`config.mk`:
```
export PLATFORM = sky130hd
export DESIGN_NAME = half_rate_xfer
export DESIGN_NICKNAME = d
export VERILOG_FILES = /design/src/rtl/half_rate_pkg.sv /design/src/rtl/half_rate_phase.sv /design/src/rtl/half_rate_f2s.sv /design/src/rtl/half_rate_s2f.sv /design/src/rtl/half_rate_xfer.sv
export SDC_FILE = /design/constraint.sdc
export NUM_CORES = 1
export LEC_CHECK = 0
export BUFFER_PORTS_ARGS = -buffer_cell sky130_fd_sc_hd__buf_2
export CAP_MARGIN = 30
export CORE_UTILIZATION = 49
export DETAILED_ROUTE_END_ITERATION = 6
export GPL_ROUTABILITY_DRIVEN = 0
export HOLD_SLACK_MARGIN = 0.03
export PLACE_DENSITY = 0.78
export RECOVER_POWER = 25
export SYNTH_ARGS = -nofsm -noshare
export SYNTH_HDL_FRONTEND = slang
export SYNTH_SLANG_ARGS = --single-unit
```
`constraint.sdc`:
```
create_clock -name clk_fast -period 1.98 [get_ports clk_fast]
set_clock_uncertainty 0.1 [all_clocks]
set_input_delay 0.198 -clock clk_fast [delete_from_list [all_inputs] [get_ports clk_fast]]
set_output_delay 0.198 -clock clk_fast [all_outputs]
set_load 0.01 [all_outputs]
```
`src/rtl/half_rate_pkg.sv`:
```
package half_rate_pkg;

    // Divider and strobe state; the strobe leads the slow rising edge by one fast cycle
    typedef struct packed {
        logic div;
        logic sync;
    } phase_t;

    localparam phase_t PHASE_RST = '{div: 1'b0, sync: 1'b1};

endpackage

```
`src/rtl/half_rate_phase.sv`:
```
module half_rate_phase
    import half_rate_pkg::*;
(
    input  logic clk_fast,
    input  logic rst_n,
    output logic clk_slow,
    output logic sync_o
);

    phase_t ph_d, ph_q;

    always_comb begin
        ph_d      = ph_q;
        ph_d.div  = ~ph_q.div;
        ph_d.sync = ~ph_q.sync;
    end

    always_ff @(posedge clk_fast or negedge rst_n) begin
        if (!rst_n) ph_q <= PHASE_RST;
        else        ph_q <= ph_d;
    end

    assign clk_slow = ph_q.div;
    assign sync_o   = ph_q.sync;

    // the slow clock rises only at an edge closing a strobe cycle
    p_slow_rise_r1: assert property (@(posedge clk_fast) disable iff (!rst_n)
        $rose(ph_q.div) |-> $past(ph_q.sync));

    // the strobe alternates
    p_sync_alt_r2: assert property (@(posedge clk_fast) disable iff (!rst_n)
        ph_q.sync |=> !ph_q.sync);

endmodule

```
`src/rtl/half_rate_f2s.sv`:
```
module half_rate_f2s #(
    parameter int DATA_W = 8
) (
    input  logic              clk_fast,
    input  logic              rst_n,
    input  logic              sync_i,
    input  logic              valid_i,
    input  logic [DATA_W-1:0] data_i,
    output logic              valid_o,
    output logic [DATA_W-1:0] data_o
);

    typedef struct packed {
        logic              park;
        logic [DATA_W-1:0] park_data;
        logic              out_v;
        logic [DATA_W-1:0] out_data;
    } f2s_t;

    f2s_t st_d, st_q;

    always_comb begin
        st_d = st_q;
        if (sync_i) begin
            // Slow rising edge: load the parked word or the word offered now
            st_d.out_v = st_q.park | valid_i;
            if (st_q.park)    st_d.out_data = st_q.park_data;
            else if (valid_i) st_d.out_data = data_i;
            st_d.park = 1'b0;
        end else if (valid_i) begin
            // Off-phase offer: hold it until the next strobe edge
            st_d.park      = 1'b1;
            st_d.park_data = data_i;
        end
    end

    always_ff @(posedge clk_fast or negedge rst_n) begin
        if (!rst_n) st_q <= '0;
        else        st_q <= st_d;
    end

    assign valid_o = st_q.out_v;
    assign data_o  = st_q.out_data;

    // outputs are stable across off-phase edges
    p_hold_r5: assert property (@(posedge clk_fast) disable iff (!rst_n)
        !sync_i |=> ($stable(st_q.out_v) && $stable(st_q.out_data)));

    // a parked word is always followed by a strobe cycle
    p_park_r4: assert property (@(posedge clk_fast) disable iff (!rst_n)
        st_q.park |-> sync_i);

    // no second offer in the window of a parked word
    p_one_per_window_r9: assert property (@(posedge clk_fast) disable iff (!rst_n)
        st_q.park |-> !valid_i);

endmodule

```
`src/rtl/half_rate_s2f.sv`:
```
module half_rate_s2f #(
    parameter int DATA_W = 8
) (
    input  logic              clk_fast,
    input  logic              rst_n,
    input  logic              sync_i,
    input  logic              valid_i,
    input  logic [DATA_W-1:0] data_i,
    output logic              valid_o,
    output logic [DATA_W-1:0] data_o
);

    typedef struct packed {
        logic              v;
        logic [DATA_W-1:0] data;
    } s2f_t;

    s2f_t st_d, st_q;

    always_comb begin
        st_d   = st_q;
        st_d.v = sync_i & valid_i;
        if (sync_i && valid_i) st_d.data = data_i;
    end

    always_ff @(posedge clk_fast or negedge rst_n) begin
        if (!rst_n) st_q <= '0;
        else        st_q <= st_d;
    end

    assign valid_o = st_q.v;
    assign data_o  = st_q.data;

    // the pulse lands in an off-phase cycle and lasts one cycle
    p_pulse_phase_r7: assert property (@(posedge clk_fast) disable iff (!rst_n)
        st_q.v |-> !sync_i);

    p_pulse_once_r7: assert property (@(posedge clk_fast) disable iff (!rst_n)
        st_q.v |=> !st_q.v);

    // nothing is captured at an off-phase edge
    p_no_offphase_capture_r6: assert property (@(posedge clk_fast) disable iff (!rst_n)
        !sync_i |=> ($stable(st_q.data) && !st_q.v));

endmodule

```
`src/rtl/half_rate_xfer.sv`:
```
module half_rate_xfer #(
    parameter int DATA_W = 8
) (
    input  logic              clk_fast,
    input  logic              rst_n,
    output logic              clk_slow,
    output logic              sync_o,
    input  logic              fs_valid_i,
    input  logic [DATA_W-1:0] fs_data_i,
    output logic              fs_valid_o,
    output logic [DATA_W-1:0] fs_data_o,
    input  logic              sf_valid_i,
    input  logic [DATA_W-1:0] sf_data_i,
    output logic              sf_valid_o,
    output logic [DATA_W-1:0] sf_data_o
);

    logic strobe;

    half_rate_phase phase_i (
        .clk_fast (clk_fast),
        .rst_n    (rst_n),
        .clk_slow (clk_slow),
        .sync_o   (strobe)
    );

    assign sync_o = strobe;

    half_rate_f2s #(.DATA_W(DATA_W)) f2s_i (
        .clk_fast (clk_fast),
        .rst_n    (rst_n),
        .sync_i   (strobe),
        .valid_i  (fs_valid_i),
        .data_i   (fs_data_i),
        .valid_o  (fs_valid_o),
        .data_o   (fs_data_o)
    );

    half_rate_s2f #(.DATA_W(DATA_W)) s2f_i (
        .clk_fast (clk_fast),
        .rst_n    (rst_n),
        .sync_i   (strobe),
        .valid_i  (sf_valid_i),
        .data_i   (sf_data_i),
        .valid_o  (sf_valid_o),
        .data_o   (sf_data_o)
    );

    // strobe and slow clock are in opposite levels
    p_sync_vs_slow_r2: assert property (@(posedge clk_fast) disable iff (!rst_n)
        sync_o == !clk_slow);

    // a new fast-to-slow word appears only in the cycle after a strobe cycle
    p_fs_new_r3: assert property (@(posedge clk_fast) disable iff (!rst_n)
        $rose(fs_valid_o) |-> $past(sync_o));

endmodule

```
==> flow_metrics.tcl <==
set metrics [dict create \
    num_vias 841 \
    path_clk_slew_ns 0.09 \
    power.switching_uw 309 \
    p_leak_uw 0.000748 \
    internal_power_uw 892 \
    clockRootBuffer "clkbuf_4" \
    wl_per_cell_um 14.2 \
    startpoint "phase_i.sync_o" \
    htreeDepth 2 \
    drv_slew 0 \
    die_area_um2 2800 \
    min_path_type "in -> reg" \
    clock_path_buffers 2 \
    drv_cap 0 \
    pwr-share-seq_pct 56.2 \
    status "finished, final reports clean" \
    path_cells "buf_2" \
    ys_types 16 \
    rsz0062_at_grt "no" \
    hold_viol 0 \
    yosys_warnings 0 \
    antennaDiodeCount 0 \
    ys_seq_area_share_pct 57.1 \
    detail-route-antenna-nets 0 \
    die_x_um 53.0 \
    power.density_nw_per_um2 743 \
    antenna_found_initial 0 \
    first_pass_iters 4 \
    cts_buffers 5 \
    tns_ns 0 \
    finalNetCount 154 \
    fin_crit_ns 1.58 \
    sw_frac_of_total_pct 25.7 \
    hpwl_mm 1.56 \
    drive_above_1_share_pct 50.4 \
    synth.area.top_cells "dfrtp_1, mux2_2, nand4bb_1" \
    drc 0 \
    num_rows 18 \
    path_depth 1 \
    crit_arrival_ns 1.28 \
    viasPerCell 5.10 \
    synth_cells 84 \
    start_util_pct 51.8 \
    r2r-start "phase_i.sync_o" \
    synth_area_um2 1270 \
    grtUsageTotal_pct 19.9 \
    finalSetupViolCount 0 \
    synth_largest_area_cell "dfrtp_1" \
    grt_max_degree 30 \
    grt_overflow_total 0 \
    timing.rr.end "f2s_i.st_q[14]" \
    crit_end "sync_o" \
    cp_slowest_cell "dfstp_2" \
    crit_fanout 16 \
    core_area_um2 2450 \
    crit_buf_inv 1 \
    reg2reg_depth 2 \
    syn_area_per_cell_um2 15.1 \
    dieHeight_um 53.0 \
    drtIter0Drc 4 \
    total_power_uw 1200 \
    clkPwrFrac_pct 27.7 \
    grt_pass1_wl_mm 3.70 \
    portBuffers 39 \
    yosysTopAreaCellShare_pct 55.1 \
    finalCritPeriodShare_pct 79.6 \
    design.portCount 40 \
    synth-seq-cells 29 \
    cts_tree "yes" \
    max_freq_mhz 634 \
    cp-start-kind "register" \
    critPathTopFamily "flip-flops" \
    cp-end-kind "primary output" \
    insertion_delay_ns 0.32 \
    hold-path-cell-count 2 \
    wirelength_mm 2.34 \
    synth_fp_nets 104 \
    worstPathRequired_ns 1.68 \
    syn_to_final_growth_pct 27.1 \
    tightestPinTransition_ns 0.694 \
    worstSetupPathType "reg -> out" \
    peakVddDrop_uv 592 \
    slowest_delay_ns 0.75 \
    combPwrFrac_pct 16.1 \
    slew_headroom_pct 53.7 \
    cts.sinks 29 \
    grt_pass1_vias 807 \
    r2r_setup_slack_ns 0.46 \
]
[per-layer routing]
layer	global-route usage [%]	up-vias	part of all wire, %	wire (um)
met5	0	-	0	0
li1	-	397	-	-
met4	13.2	0	2.7	62
met2	29.7	39	47	1110
met3	8.05	8	8.0	188
met1	23.2	397	42	978
[Yosys cell counts]
master     number
nand2b_4        1
nor2_1          2
dfrtp_1        28
inv_1           3
a21o_1          1
mux2_2         16
buf_4           8
o221a_1         8
buf_6           3
nand2_2         1
o21a_4          1
dfstp_2         1
nor2b_4         1
clkbuf_2        1
nand2_4         1
nand4bb_1       8
[area by class of cell]
| class | instances | area [um^2] |
|---|---|---|
| Fill cell | 176 | 837 |
| Tap cell | 30 | 37.5 |
| Clock inverter | 2 | 10.0 |
| Multi-Input combinational cell | 40 | 435 |
| Sequential cell | 29 | 727 |
| Inverter | 3 | 11.3 |
| Timing Repair Buffer | 55 | 355 |
| Clock buffer | 6 | 41.3 |
[how the worst min path moves through the flow]
stage                 start               to  slack, ns
3_5_place_dp          rst_n  f2s_i.data_o[6]       0.15
3_3_place_gp          rst_n  f2s_i.data_o[4]       0.14
6_report       fs_data_i[5]   f2s_i.st_q[14]       0.05
5_1_grt        fs_data_i[5]   f2s_i.st_q[14]       0.04
4_1_cts        fs_data_i[5]   f2s_i.st_q[14]       0.03
2_1_floorplan         rst_n  f2s_i.data_o[0]      -0.20
[logic make-up after synthesis]
group,count (synthesis),share of synthesized area [%]
compound gates,10,8.85
buf+inv,15,8.65
flops,29,57.1
mux,16,14.2
simple gates,14,11.2
[through the flow]
stage / utilization, % / hold slack, ns / area [um^2] / setup slack [ns] / cells
floorplan: - / -0.198 / 1270 / 0.546 / 84
CTS: 65.9 / 0.0340 / 1620 / 0.385 / 165
detailed placement: 57.3 / 0.153 / 1410 / 0.458 / 141
global route: 65.9 / 0.0403 / 1620 / 0.346 / 165
global placement: 57.3 / 0.140 / 1410 / 0.498 / 141
finish: 65.9 / 0.0462 / 1620 / 0.403 / 165
[placed cells by master, fill, tap and decap left out, types with 2 or more instances in the layout]
master,instances
o221a_1,8
clkinv_2,2
clkbuf_4,5
dfrtp_1,28
buf_2,38
inv_1,3
dlygate4sd3_1,16
nand4bb_1,8
nor2_1,2
mux2_2,16
[state kept, by name, indices dropped and copies added, names as in the netlist]
name,cells
f2s_i.st_q,9
f2s_i.valid_o,1
phase_i.sync_o,1
phase_i.clk_slow,1
f2s_i.data_o,8
s2f_i.data_o,8
s2f_i.valid_o,1
[power groups by stage]
| stage | sequential, uW | clock [uW] | combinational [uW] |
|---|---|---|---|
| floorplan | 688 | 0 | 116 |
| global placement | 685 | 0 | 165 |
| detailed placement | 687 | 0 | 171 |
| CTS | 676 | 354 | 195 |
| global route | 684 | 382 | 211 |
| finish | 676 | 333 | 193 |
[timing repair]
action                                 4_1_cts  5_1_grt
endpoints found under the hold margin       43        0
resized for setup                            0        0
hold buffers                                16        0
setup buffers                                0        0
(Power assumes the default switching activity.)
